**config.mk**
```make
export PLATFORM = sky130hd
export DESIGN_NAME = spi_shared_slave
export DESIGN_NICKNAME = d
export VERILOG_FILES = /design/src/rtl/spi_slv_pkg.sv /design/src/rtl/spi_slv_sync.sv /design/src/rtl/spi_slv_core.sv /design/src/rtl/spi_slv_flag.sv /design/src/rtl/spi_shared_slave.sv
export SDC_FILE = /design/constraint.sdc
export NUM_CORES = 1
export LEC_CHECK = 0
export BUFFER_PORTS_ARGS = -buffer_cell sky130_fd_sc_hd__buf_2
export CAP_MARGIN = 5
export CORE_MARGIN = 1
export CORE_UTILIZATION = 49
export CTS_BUF_LIST = sky130_fd_sc_hd__clkbuf_4 sky130_fd_sc_hd__clkbuf_8 sky130_fd_sc_hd__clkbuf_16
export CTS_CLUSTER_DIAMETER = 120
export DETAILED_ROUTE_END_ITERATION = 16
export GPL_ROUTABILITY_DRIVEN = 0
export PLACE_DENSITY_LB_ADDON = 0.05
export SYNTH_ARGS = -nofsm -noshare
export SYNTH_HDL_FRONTEND = slang
export SYNTH_SLANG_ARGS = --single-unit
```
**constraint.sdc**
```tcl
create_clock -name clk -period 3 [get_ports clk]
set_input_delay 0.15 -clock clk [delete_from_list [all_inputs] [get_ports clk]]
set_output_delay 0.15 -clock clk [all_outputs]
set_load 0.01 [all_outputs]
```
**src/rtl/spi_slv_pkg.sv**
```systemverilog
package spi_slv_pkg;
  // Link pins as seen by the synchronizer chain.
  typedef struct packed {
    logic sel_n;
    logic mosi;
    logic sck;
  } link_pins_t;

  localparam int LINK_W = $bits(link_pins_t);
  // Reset value: deselected, clock low, data low.
  localparam link_pins_t LINK_IDLE = '{sel_n: 1'b1, mosi: 1'b0, sck: 1'b0};
endpackage

```
**src/rtl/spi_slv_sync.sv**
```systemverilog
module spi_slv_sync #(
  parameter int W       = 3,
  parameter int STAGES  = 2,
  parameter logic [W-1:0] RST_VAL = '0
) (
  input  logic         clk,
  input  logic         rst_n,
  input  logic [W-1:0] d,
  output logic [W-1:0] q
);
  logic [STAGES-1:0][W-1:0] chain_q;
  logic [STAGES-1:0][W-1:0] chain_n;

  always_comb begin
    chain_n[0] = d;
    for (int s = 1; s < STAGES; s++) chain_n[s] = chain_q[s-1];
  end

  always_ff @(posedge clk or negedge rst_n) begin
    if (!rst_n) chain_q <= {STAGES{RST_VAL}};
    else        chain_q <= chain_n;
  end

  assign q = chain_q[STAGES-1];
endmodule

```
**src/rtl/spi_slv_core.sv**
```systemverilog
module spi_slv_core #(
  parameter int DW = 8
) (
  input  logic          clk,
  input  logic          rst_n,
  input  logic          sck_s,
  input  logic          mosi_s,
  input  logic          desel_s,
  input  logic          wr_en,
  input  logic [DW-1:0] wr_data,
  output logic          tx_bit,
  output logic [DW-1:0] hold,
  output logic          done
);
  localparam int CW = $clog2(DW);
  localparam logic [CW-1:0] LAST = CW'(DW - 1);

  logic          sck_d;
  logic [DW-1:0] sr_q,  sr_n;
  logic [CW-1:0] cnt_q, cnt_n;
  logic          cap_vld_q, cap_vld_n;
  logic          cap_bit_q, cap_bit_n;
  logic [DW-1:0] hold_q, hold_n;
  logic          done_q, done_n;
  logic          rise, fall;
  logic [CW-1:0] sent;

  assign rise = sck_s & ~sck_d;
  assign fall = ~sck_s & sck_d;

  always_comb begin
    sr_n      = sr_q;
    cnt_n     = cnt_q;
    cap_vld_n = cap_vld_q;
    cap_bit_n = cap_bit_q;
    hold_n    = hold_q;
    done_n    = 1'b0;
    if (desel_s) begin
      cnt_n     = '0;
      cap_vld_n = 1'b0;
    end else if (rise) begin
      if (cnt_q == LAST) begin
        hold_n    = {sr_q[DW-2:0], mosi_s};
        sr_n      = {sr_q[DW-2:0], mosi_s};
        cnt_n     = '0;
        cap_vld_n = 1'b0;
        done_n    = 1'b1;
      end else begin
        cnt_n     = cnt_q + 1'b1;
        cap_vld_n = 1'b1;
        cap_bit_n = mosi_s;
      end
    end else if (fall && cap_vld_q) begin
      sr_n      = {sr_q[DW-2:0], cap_bit_q};
      cap_vld_n = 1'b0;
    end
    // Unbuffered load: bits already shifted keep their received content.
    sent = cnt_n - CW'(cap_vld_n);
    if (wr_en)
      sr_n = (wr_data << sent) | (sr_n & ((DW'(1) << sent) - DW'(1)));
  end

  always_ff @(posedge clk or negedge rst_n) begin
    if (!rst_n) begin
      sck_d     <= 1'b0;
      sr_q      <= '0;
      cnt_q     <= '0;
      cap_vld_q <= 1'b0;
      cap_bit_q <= 1'b0;
      hold_q    <= '0;
      done_q    <= 1'b0;
    end else begin
      sck_d     <= sck_s;
      sr_q      <= sr_n;
      cnt_q     <= cnt_n;
      cap_vld_q <= cap_vld_n;
      cap_bit_q <= cap_bit_n;
      hold_q    <= hold_n;
      done_q    <= done_n;
    end
  end

  assign tx_bit = sr_q[DW-1];
  assign hold   = hold_q;
  assign done   = done_q;

  // holding register moves only together with a completion
  p_hold_only_on_done_r6: assert property (@(posedge clk) disable iff (!rst_n)
    !done_q |-> $stable(hold_q));
  // no completion may follow a cycle with select released
  p_no_done_desel_r9: assert property (@(posedge clk) disable iff (!rst_n)
    desel_s |=> !done_q);
  // bit counter restarts whenever select is released
  p_cnt_restart_r9: assert property (@(posedge clk) disable iff (!rst_n)
    desel_s |=> (cnt_q == '0));
endmodule

```
**src/rtl/spi_slv_flag.sv**
```systemverilog
module spi_slv_flag (
  input  logic clk,
  input  logic rst_n,
  input  logic done,
  input  logic stat_rd,
  input  logic data_acc,
  input  logic irq_en,
  output logic flag,
  output logic irq
);
  logic flag_q, flag_n;
  logic arm_q,  arm_n;

  always_comb begin
    flag_n = flag_q;
    arm_n  = arm_q;
    if (stat_rd && flag_q) arm_n = 1'b1;
    if (data_acc && arm_q) begin
      flag_n = 1'b0;
      arm_n  = 1'b0;
    end
    if (done) flag_n = 1'b1;
  end

  always_ff @(posedge clk or negedge rst_n) begin
    if (!rst_n) begin
      flag_q <= 1'b0;
      arm_q  <= 1'b0;
    end else begin
      flag_q <= flag_n;
      arm_q  <= arm_n;
    end
  end

  assign flag = flag_q;
  assign irq  = flag_q & irq_en;

  // a completion always raises the flag on the next cycle
  p_flag_on_done_r7: assert property (@(posedge clk) disable iff (!rst_n)
    done |=> flag_q);
  // flag falls only after an armed data access
  p_clear_needs_arm_r8: assert property (@(posedge clk) disable iff (!rst_n)
    $fell(flag_q) |-> ($past(arm_q) && $past(data_acc)));
endmodule

```
**src/rtl/spi_shared_slave.sv**
```systemverilog
module spi_shared_slave #(
  parameter int DW          = 8,
  parameter int SYNC_STAGES = 2
) (
  input  logic          clk,
  input  logic          rst_n,
  input  logic          spi_sck,
  input  logic          spi_mosi,
  input  logic          spi_sel_n,
  output logic          spi_miso,
  output logic          spi_miso_oe,
  input  logic          host_wr,
  input  logic [DW-1:0] host_wdata,
  input  logic          host_data_rd,
  input  logic          host_stat_rd,
  input  logic          irq_en,
  output logic [DW-1:0] rx_hold,
  output logic          stat_done,
  output logic          stat_sel_n,
  output logic          irq
);
  import spi_slv_pkg::*;

  link_pins_t pins_raw, pins_s;
  logic       tx_bit;
  logic       done;

  assign pins_raw = '{sel_n: spi_sel_n, mosi: spi_mosi, sck: spi_sck};

  spi_slv_sync #(
    .W(LINK_W), .STAGES(SYNC_STAGES), .RST_VAL(LINK_IDLE)
  ) u_sync (
    .clk(clk), .rst_n(rst_n), .d(pins_raw), .q(pins_s)
  );

  spi_slv_core #(.DW(DW)) u_core (
    .clk(clk), .rst_n(rst_n),
    .sck_s(pins_s.sck), .mosi_s(pins_s.mosi), .desel_s(pins_s.sel_n),
    .wr_en(host_wr), .wr_data(host_wdata),
    .tx_bit(tx_bit), .hold(rx_hold), .done(done)
  );

  spi_slv_flag u_flag (
    .clk(clk), .rst_n(rst_n), .done(done),
    .stat_rd(host_stat_rd), .data_acc(host_data_rd | host_wr),
    .irq_en(irq_en), .flag(stat_done), .irq(irq)
  );

  assign spi_miso_oe = ~pins_s.sel_n;
  assign spi_miso    = tx_bit & ~pins_s.sel_n;
  assign stat_sel_n  = pins_s.sel_n;

  // output enable tracks the select status seen by the host
  p_oe_vs_sel_r10: assert property (@(posedge clk) disable iff (!rst_n)
    spi_miso_oe != stat_sel_n);
  // interrupt never asserts without the flag
  p_irq_needs_flag_r7: assert property (@(posedge clk) disable iff (!rst_n)
    irq |-> stat_done);
endmodule

```
==> impl_metrics.py, run 1 <==
metrics = {
    "status": {
        "status": "finished clean",
    },
    "global_routing": {
        "grt_max_degree": 32,
        "grt_first_pass_wirelength_um": 5410,
        "grt_remaining_overflow": 0,
        "globalRouteTotalUtil_pct": 20.8,
        "antenna_violations_before_repair": 0,
        "number_of_global_route_vias_before_repair": 1190,
    },
    "synth": {
        "synth-seq-cells": 31,
        "yosysWarningCount": 0,
        "post_synth_xor_area_fraction_pct": 2.67,
        "syn_area_um2": 1690,
        "distinct_cells_synth": 37,
        "synth_top_family_by_area": "multiplexers",
        "syn_nets": 171,
        "seq_area_frac_synth_pct": 46.1,
        "synth_compound_gate_area_share_pct": 11.7,
        "syn_avg_cell_area_um2": 11.3,
        "multiplexer_fraction_of_the_synthesized_cell_area_pct": 18.5,
        "synth_simple_gate_area_share_pct": 13.1,
        "synth_fa_ha_area_share_pct": 3.71,
        "post_synthesis_cell_count": 149,
    },
    "cells_and_area": {
        "area_growth_syn_to_layout_pct": 27.4,
        "layout.core_utilization_pct": 68.2,
        "number_of_antenna_diodes": 0,
        "finalNonFillerCells": 239,
        "nNetsFinal": 216,
        "final_layout_size_suffix_gt1_share_pct": 46.2,
        "final_design_area_no_fill_um2": 2150,
        "layout.filler_cells": 258,
    },
    "place": {
        "dp_hpwl_um": 2440,
        "pre_cts_slack_ns": -0.0521,
        "dp.cells": 224,
        "io_buffers": 29,
        "placed_area_um2": 1920,
    },
    "die": {
        "die_h_um": 60.7,
        "io_pins": 30,
        "die_width_um": 60.7,
        "full_die_area_um2": 3680,
        "coreArea_um2": 3150,
        "fp-row-count": 20,
        "start_util_pct": 53.5,
    },
    "hold_path": {
        "worst_hold_startpoint": "host_stat_rd",
        "hold-path-cell-count": 3,
        "worst_hold_path.endpoint": "u_flag.arm_q",
        "hold_class": "in -> reg",
    },
    "worst_setup_path": {
        "critical_path.cell_chain": "ha_2 -> ha_2 -> or3_1 -> a21o_1 -> ha_2 -> ha_4 -> nor2b_4 -> nand2_2 -> ha_4 -> xnor2_2 -> buf_4 -> o22ai_1 -> o2bb2ai_1",
        "reg2reg_from": "u_core.cnt_q[1]",
        "cp-start-kind": "flop",
        "critical_path_peak_fanout": 6,
        "worst_path_largest_cell_delay_ns": 0.40,
        "r2r_slack_ns": 0.12,
        "crit-reg2reg-capture": "u_core.sr_q[2]",
        "setup.worst_path.start": "u_core.cnt_q[1]",
        "worstSetupPathType": "reg -> reg",
        "critical_path_buf_inv_count": 1,
        "path_common_cell": "sky130_fd_sc_hd__ha_2",
        "critical_path.endpoint_type": "flop",
        "cp.arrival_ns": 3.14,
        "path_delay_family": "adder cells",
        "r2r.worst_path.cells": 13,
        "critPathRequiredTime_ns": 3.26,
        "crit_slowest_cell": "sky130_fd_sc_hd__dfrtp_1",
    },
    "detailed_routing": {
        "highest_layer": "met4",
        "vias_per_cell": 5.23,
        "final_routed_drc_violation_total": 0,
        "wl_met3_um": 136,
        "antenna_left": 0,
        "dr.pass1.iters": 4,
        "wl_met1_um": 1640,
        "wire_per_inst_um": 14.4,
        "met2_wirelength_um": 1590,
        "postRouteWirelength_um": 3430,
        "route.vias.total": 1251,
        "dr.first_iter.drc_count": 77,
    },
    "clocking": {
        "cts.path.max_buffers": 2,
        "tritoncts.num_buffers": 5,
        "clock_slew_seen_by_the_registers_of_the_worst_setup_and_hold_paths_ns": 0.10,
        "cts_root_buffer": "sky130_fd_sc_hd__clkbuf_4",
        "source_to_sink_clock_delay_at_the_later_pin_of_the_worst_skew_pair_ns": 0.33,
        "numClockSinks": 31,
        "tritoncts": "yes",
        "clock_tree.htree_level_count": 2,
    },
    "power": {
        "irDropWorstVdd_v": 0.000287,
        "power.leakage_nw": 1.07,
        "pwr_dens_nw_per_um2": 505,
    },
    "sta": {
        "max_freq_ghz": 0.347,
        "final.setup_skew_ns": 0.0132,
        "worst_slew_pin_slew_ns": 0.684,
        "fin_setup_tns_ns": 0,
        "slew-limit-headroom_pct": 54.4,
        "timing.final.crit_share_pct": 96.1,
        "timing.final.max_slew_violations": 0,
        "setup-violations-final": 0,
        "fin_crit_ns": 2.88,
        "finalHoldViolCount": 0,
        "post-route-worst-setup-slack_ns": 0.117,
    },
    "job": {
        "maxcap_viol_count": 0,
    },
}
[metal layers]
layer	track usage (%)	vias up
li1	-	620
met1	27.2	588
met2	31.7	35
met3	6.61	8
met4	9.42	0
met5	0	-
[power by group]
part	switching [W]	internal [W]
registers	0.0000318	0.000457
clock network	0.000139	0.000197
logic	0.000124	0.000137
[layout make-up]
| type | count | area, um2 | area share, % |
|---|---|---|---|
| inverter | 7 | 28.8 | 1.34 |
| tap | 44 | 55.1 | 2.56 |
| sequential | 31 | 778 | 36.2 |
| multi-input combinational | 104 | 922 | 42.9 |
| clock buffer | 6 | 51.3 | 2.39 |
| timing repair buffer | 45 | 279 | 13.0 |
| clock inverter | 2 | 35.0 | 1.63 |
[placed cells by master (no fill, tap or decap), types with 2 or more instances in the layout]
cell type / count
sky130_fd_sc_hd__nor2b_1: 3
sky130_fd_sc_hd__nand2_1: 12
sky130_fd_sc_hd__o21ai_2: 2
sky130_fd_sc_hd__clkbuf_4: 5
sky130_fd_sc_hd__a21oi_1: 3
sky130_fd_sc_hd__buf_4: 11
sky130_fd_sc_hd__ha_2: 3
sky130_fd_sc_hd__ha_4: 2
sky130_fd_sc_hd__mux2_2: 17
sky130_fd_sc_hd__dfstp_2: 2
sky130_fd_sc_hd__inv_1: 6
sky130_fd_sc_hd__nor2_1: 8
sky130_fd_sc_hd__o21ai_0: 6
sky130_fd_sc_hd__mux2i_1: 10
sky130_fd_sc_hd__dlygate4sd3_1: 4
sky130_fd_sc_hd__a22oi_1: 3
sky130_fd_sc_hd__dfrtp_1: 29
sky130_fd_sc_hd__xnor2_2: 2
sky130_fd_sc_hd__nand3b_1: 3
sky130_fd_sc_hd__a21o_1: 2
sky130_fd_sc_hd__and3_1: 2
sky130_fd_sc_hd__buf_2: 29
sky130_fd_sc_hd__nor3_1: 3
[cells in the mapped netlist]
library cell	n	share of area [%]
sky130_fd_sc_hd__buf_6	1	0.67
sky130_fd_sc_hd__dfstp_2	2	3.1
sky130_fd_sc_hd__nand4_1	1	0.37
sky130_fd_sc_hd__nand3_1	1	0.30
sky130_fd_sc_hd__buf_4	2	0.89
sky130_fd_sc_hd__and3_1	2	0.74
sky130_fd_sc_hd__nor3_1	3	0.89
sky130_fd_sc_hd__a21oi_1	4	1.2
sky130_fd_sc_hd__ha_1	5	3.7
sky130_fd_sc_hd__dfrtp_1	29	43
sky130_fd_sc_hd__and2_1	1	0.37
sky130_fd_sc_hd__buf_2	2	0.59
sky130_fd_sc_hd__nor4bb_4	1	1.5
sky130_fd_sc_hd__clkbuf_1	2	0.45
sky130_fd_sc_hd__a31o_4	1	1.0
sky130_fd_sc_hd__o22ai_1	1	0.37
sky130_fd_sc_hd__a22o_1	1	0.52
sky130_fd_sc_hd__a21o_1	2	0.89
sky130_fd_sc_hd__nor2_1	9	2.0
sky130_fd_sc_hd__a221o_1	1	0.59
sky130_fd_sc_hd__xnor2_1	2	1.0
sky130_fd_sc_hd__mux2i_1	11	6.5
sky130_fd_sc_hd__o21ai_0	9	2.7
sky130_fd_sc_hd__a22oi_1	3	1.3
sky130_fd_sc_hd__a32o_1	1	0.59
sky130_fd_sc_hd__nand2b_4	1	0.82
sky130_fd_sc_hd__nand2_1	13	2.9
sky130_fd_sc_hd__o21a_1	1	0.45
sky130_fd_sc_hd__inv_1	7	1.6
sky130_fd_sc_hd__nor2b_1	4	1.5
sky130_fd_sc_hd__nand3b_1	3	1.3
sky130_fd_sc_hd__xnor2_4	1	1.6
sky130_fd_sc_hd__o2bb2ai_1	1	0.52
sky130_fd_sc_hd__o32a_1	1	0.59
sky130_fd_sc_hd__a21oi_4	1	0.96
sky130_fd_sc_hd__or3_1	1	0.37
sky130_fd_sc_hd__mux2_2	18	12
[worst min-delay path, cell delays in order]
cell	delay, ns
sky130_fd_sc_hd__buf_2	0.10
sky130_fd_sc_hd__nand2_1	0.05
sky130_fd_sc_hd__o21ai_0	0.06
[state kept, by name (all words and copies together), names as in the netlist]
signal            count
u_core.cap_vld_q      1
u_core.hold           8
u_sync.q              3
u_core.cap_bit_q      1
u_core.cnt_q          3
u_core.done           1
u_flag.flag           1
u_core.sck_d          1
u_sync.chain_n        3
u_core.sr_q           8
u_flag.arm_q          1
[cells by family (layout without fill, tap and decap cells)]
kind of cell             count (synthesis)  count (layout)
AO/OA/AOI/OAI                           27              27
adder cells (fa/ha/maj)                  5               5
XOR/XNOR                                 3               3
multiplexers                            29              29
buffers and inverters                   14              60
AND/OR/NAND/NOR                         40              40
flip-flops                              31              31
[timing repair]
action,CTS,global route
gates resized for setup,3,18
pin swaps,2,7
setup endpoints to repair,3,4
buffers inserted,1,2
hold endpoints to repair,32,0
gates cloned,0,0
hold buffers,4,0
[per-stage QoR]
step                hold slack, ns  total power [W]
global route                0.0572          0.00115
detailed placement           0.225         0.000710
CTS                         0.0537          0.00106
floorplan                   -0.146         0.000640
finish                      0.0722          0.00109
global placement             0.215         0.000704
[how the worst max path moves through the flow]
stage	cells after the start	slack [ns]	end
floorplan	14	0.02	u_core.sr_q[4]
global placement	11	0.02	u_core.sr_q[7]
detailed placement	11	-0.05	u_core.sr_q[7]
CTS	11	0.02	u_core.sr_q[7]
global route	13	-0.009	u_core.sr_q[4]
finish	13	0.12	u_core.sr_q[2]
No activity file was read; power rests on OpenSTA's default activity.
==> inputs of run 2 (changes only) <==
SETUP_SLACK_MARGIN = 0.4   (was not set)
==> impl_metrics.py, run 2 (synthesis gave the netlist of run 1 again) <==
metrics = {
    "worst_setup_path": {
        "worstSetupPathType": "reg -> reg",
        "r2r.worst_path.cells": 13,
        "crit_slowest_cell": "sky130_fd_sc_hd__dfrtp_1",
        "crit-reg2reg-capture": "u_core.sr_q[4]",
        "cp.arrival_ns": 3.03,
        "path_common_cell": "sky130_fd_sc_hd__ha_4",
        "cp-start-kind": "flop",
        "critical_path.cell_chain": "ha_2 -> ha_4 -> or3_1 -> a21o_1 -> ha_4 -> ha_4 -> nor2b_4 -> nand2_2 -> ha_4 -> inv_2 -> xnor2_1 -> a21oi_1 -> o32a_1",
        "worst_path_largest_cell_delay_ns": 0.40,
        "critical_path_peak_fanout": 6,
        "critical_path.endpoint_type": "flop",
        "reg2reg_from": "u_core.cnt_q[1]",
        "r2r_slack_ns": 0.20,
        "critPathRequiredTime_ns": 3.23,
    },
    "clocking": {
        "cts_root_buffer": "sky130_fd_sc_hd__clkbuf_4",
        "tritoncts": "yes",
        "source_to_sink_clock_delay_at_the_later_pin_of_the_worst_skew_pair_ns": 0.33,
        "cts.path.max_buffers": 2,
        "clock_tree.htree_level_count": 2,
        "numClockSinks": 31,
        "clock_slew_seen_by_the_registers_of_the_worst_setup_and_hold_paths_ns": 0.09,
        "tritoncts.num_buffers": 5,
    },
    "global_routing": {
        "antenna_violations_before_repair": 0,
        "grt_first_pass_wirelength_um": 5290,
        "number_of_global_route_vias_before_repair": 1169,
        "grt_max_degree": 32,
        "globalRouteTotalUtil_pct": 20.7,
        "grt_remaining_overflow": 0,
    },
    "detailed_routing": {
        "vias_per_cell": 5.25,
        "final_routed_drc_violation_total": 0,
        "route.vias.total": 1276,
        "dr.pass1.iters": 4,
        "dr.first_iter.drc_count": 39,
        "antenna_left": 0,
        "postRouteWirelength_um": 3270,
        "wire_per_inst_um": 13.5,
    },
    "die": {
        "io_pins": 30,
        "fp-row-count": 20,
        "full_die_area_um2": 3680,
        "die_width_um": 60.7,
        "start_util_pct": 53.5,
        "die_h_um": 60.7,
        "coreArea_um2": 3150,
    },
    "sta": {
        "final.hold.worst_slack_ns": 0.0862,
        "timing.final.crit_share_pct": 93.4,
        "worst_slew_pin_slew_ns": 0.666,
        "timing.final.max_slew_violations": 0,
        "slew-limit-headroom_pct": 55.6,
        "fin_setup_tns_ns": 0,
        "finalHoldViolCount": 0,
        "final.setup_skew_ns": 0.00553,
        "setup-violations-final": 0,
        "fin_crit_ns": 2.80,
        "max_freq_ghz": 0.357,
        "rsz0062_at_grt": "yes",
    },
    "cells_and_area": {
        "final_layout_size_suffix_gt1_share_pct": 45.7,
        "number_of_antenna_diodes": 0,
        "area_growth_syn_to_layout_pct": 29.3,
        "nNetsFinal": 220,
        "most-common-layout-cells": "sky130_fd_sc_hd__buf_2 (29), sky130_fd_sc_hd__dfrtp_1 (29), sky130_fd_sc_hd__mux2_2 (15)",
    },
    "hold_path": {
        "worst_hold_path.endpoint": "u_flag.arm_q",
        "hold_class": "in -> reg",
        "worst_hold_startpoint": "host_stat_rd",
        "hold-path-cell-count": 3,
    },
    "status": {
        "status": "finished clean",
    },
    "power": {
        "power.leakage_nw": 1.09,
        "power.total_w": 0.000999,
        "irDropWorstVdd_v": 0.000241,
        "pwr_dens_nw_per_um2": 458,
    },
    "place": {
        "io_buffers": 29,
        "dp_hpwl_um": 2370,
    },
    "job": {
        "maxcap_viol_count": 0,
    },
}
==> run 2: changes by cell type in the layout (fill, tap and decap cells not counted), sizes merged <==
cell    before  now
buf         41   45
bufinv       1    0
clkbuf       6    7
==> run 2: area by class of cell <==
cell class / count / area [um2]
inverter: 7 / 26.3
tap: 44 / 55.1
multi-input combinational: 104 / 943
timing repair buffer: 49 / 320
sequential: 31 / 778
clock inverter: 1 / 5.00
clock buffer: 7 / 52.6
fill: 248 / 972
==> run 2: routing by layer <==
metal,wire length [um],global-route usage [%]
met1,1580,26.6
met2,1470,32.2
met3,141,5.12
met4,77,11.7
met5,0,0
==> run 2: worst max path at each step <==
stage | start | endpoint | slack, ns
floorplan | u_core.cnt_q[0] | u_core.sr_q[4] | 0.23
global placement | u_core.cnt_q[0] | u_core.sr_q[4] | 0.18
detailed placement | u_core.cnt_q[0] | u_core.sr_q[4] | 0.09
CTS | u_core.cnt_q[1] | u_core.sr_q[4] | 0.19
global route | u_core.cnt_q[1] | u_core.sr_q[4] | 0.10
finish | u_core.cnt_q[1] | u_core.sr_q[4] | 0.20
==> run 2: critical path: cells and delay by family (launching register included) <==
family | cells | cell delay [ns]
buffers and inverters | 1 | 0.06
DFF | 1 | 0.40
xor gates and xnor gates | 1 | 0.11
and+or+nand+nor | 3 | 0.53
AOI/OAI and AO/OA | 3 | 0.57
adders and majority gates | 5 | 1.02
==> run 2: metrics by stage <==
stage	area [um2]	worst slack (ns)	utilization, %	cells
6_report	2180	0.199	69.2	243
5_1_grt	2180	0.105	69.2	243
4_1_cts	2130	0.189	67.5	240
3_5_place_dp	1940	0.0900	61.4	218
3_3_place_gp	1940	0.180	61.4	218
2_1_floorplan	1770	0.229	-	149
==> run 2: where the power goes <==
group,total (W),internal [W],switching (W),leakage (nW)
combinational,0.000265,0.000143,0.000122,0.659
clock,0.000248,0.000109,0.000139,0.0361
sequential,0.000486,0.000457,0.0000296,0.393
total,0.000999,0.000709,0.000290,1.09
==> run 2: timing repair <==
action,CTS,global route
endpoints found under the hold margin,32,0
pin swaps,8,4
endpoints found under the setup margin,7,8
hold buffers,4,0
gates resized for setup,6,7
setup buffers,10,3
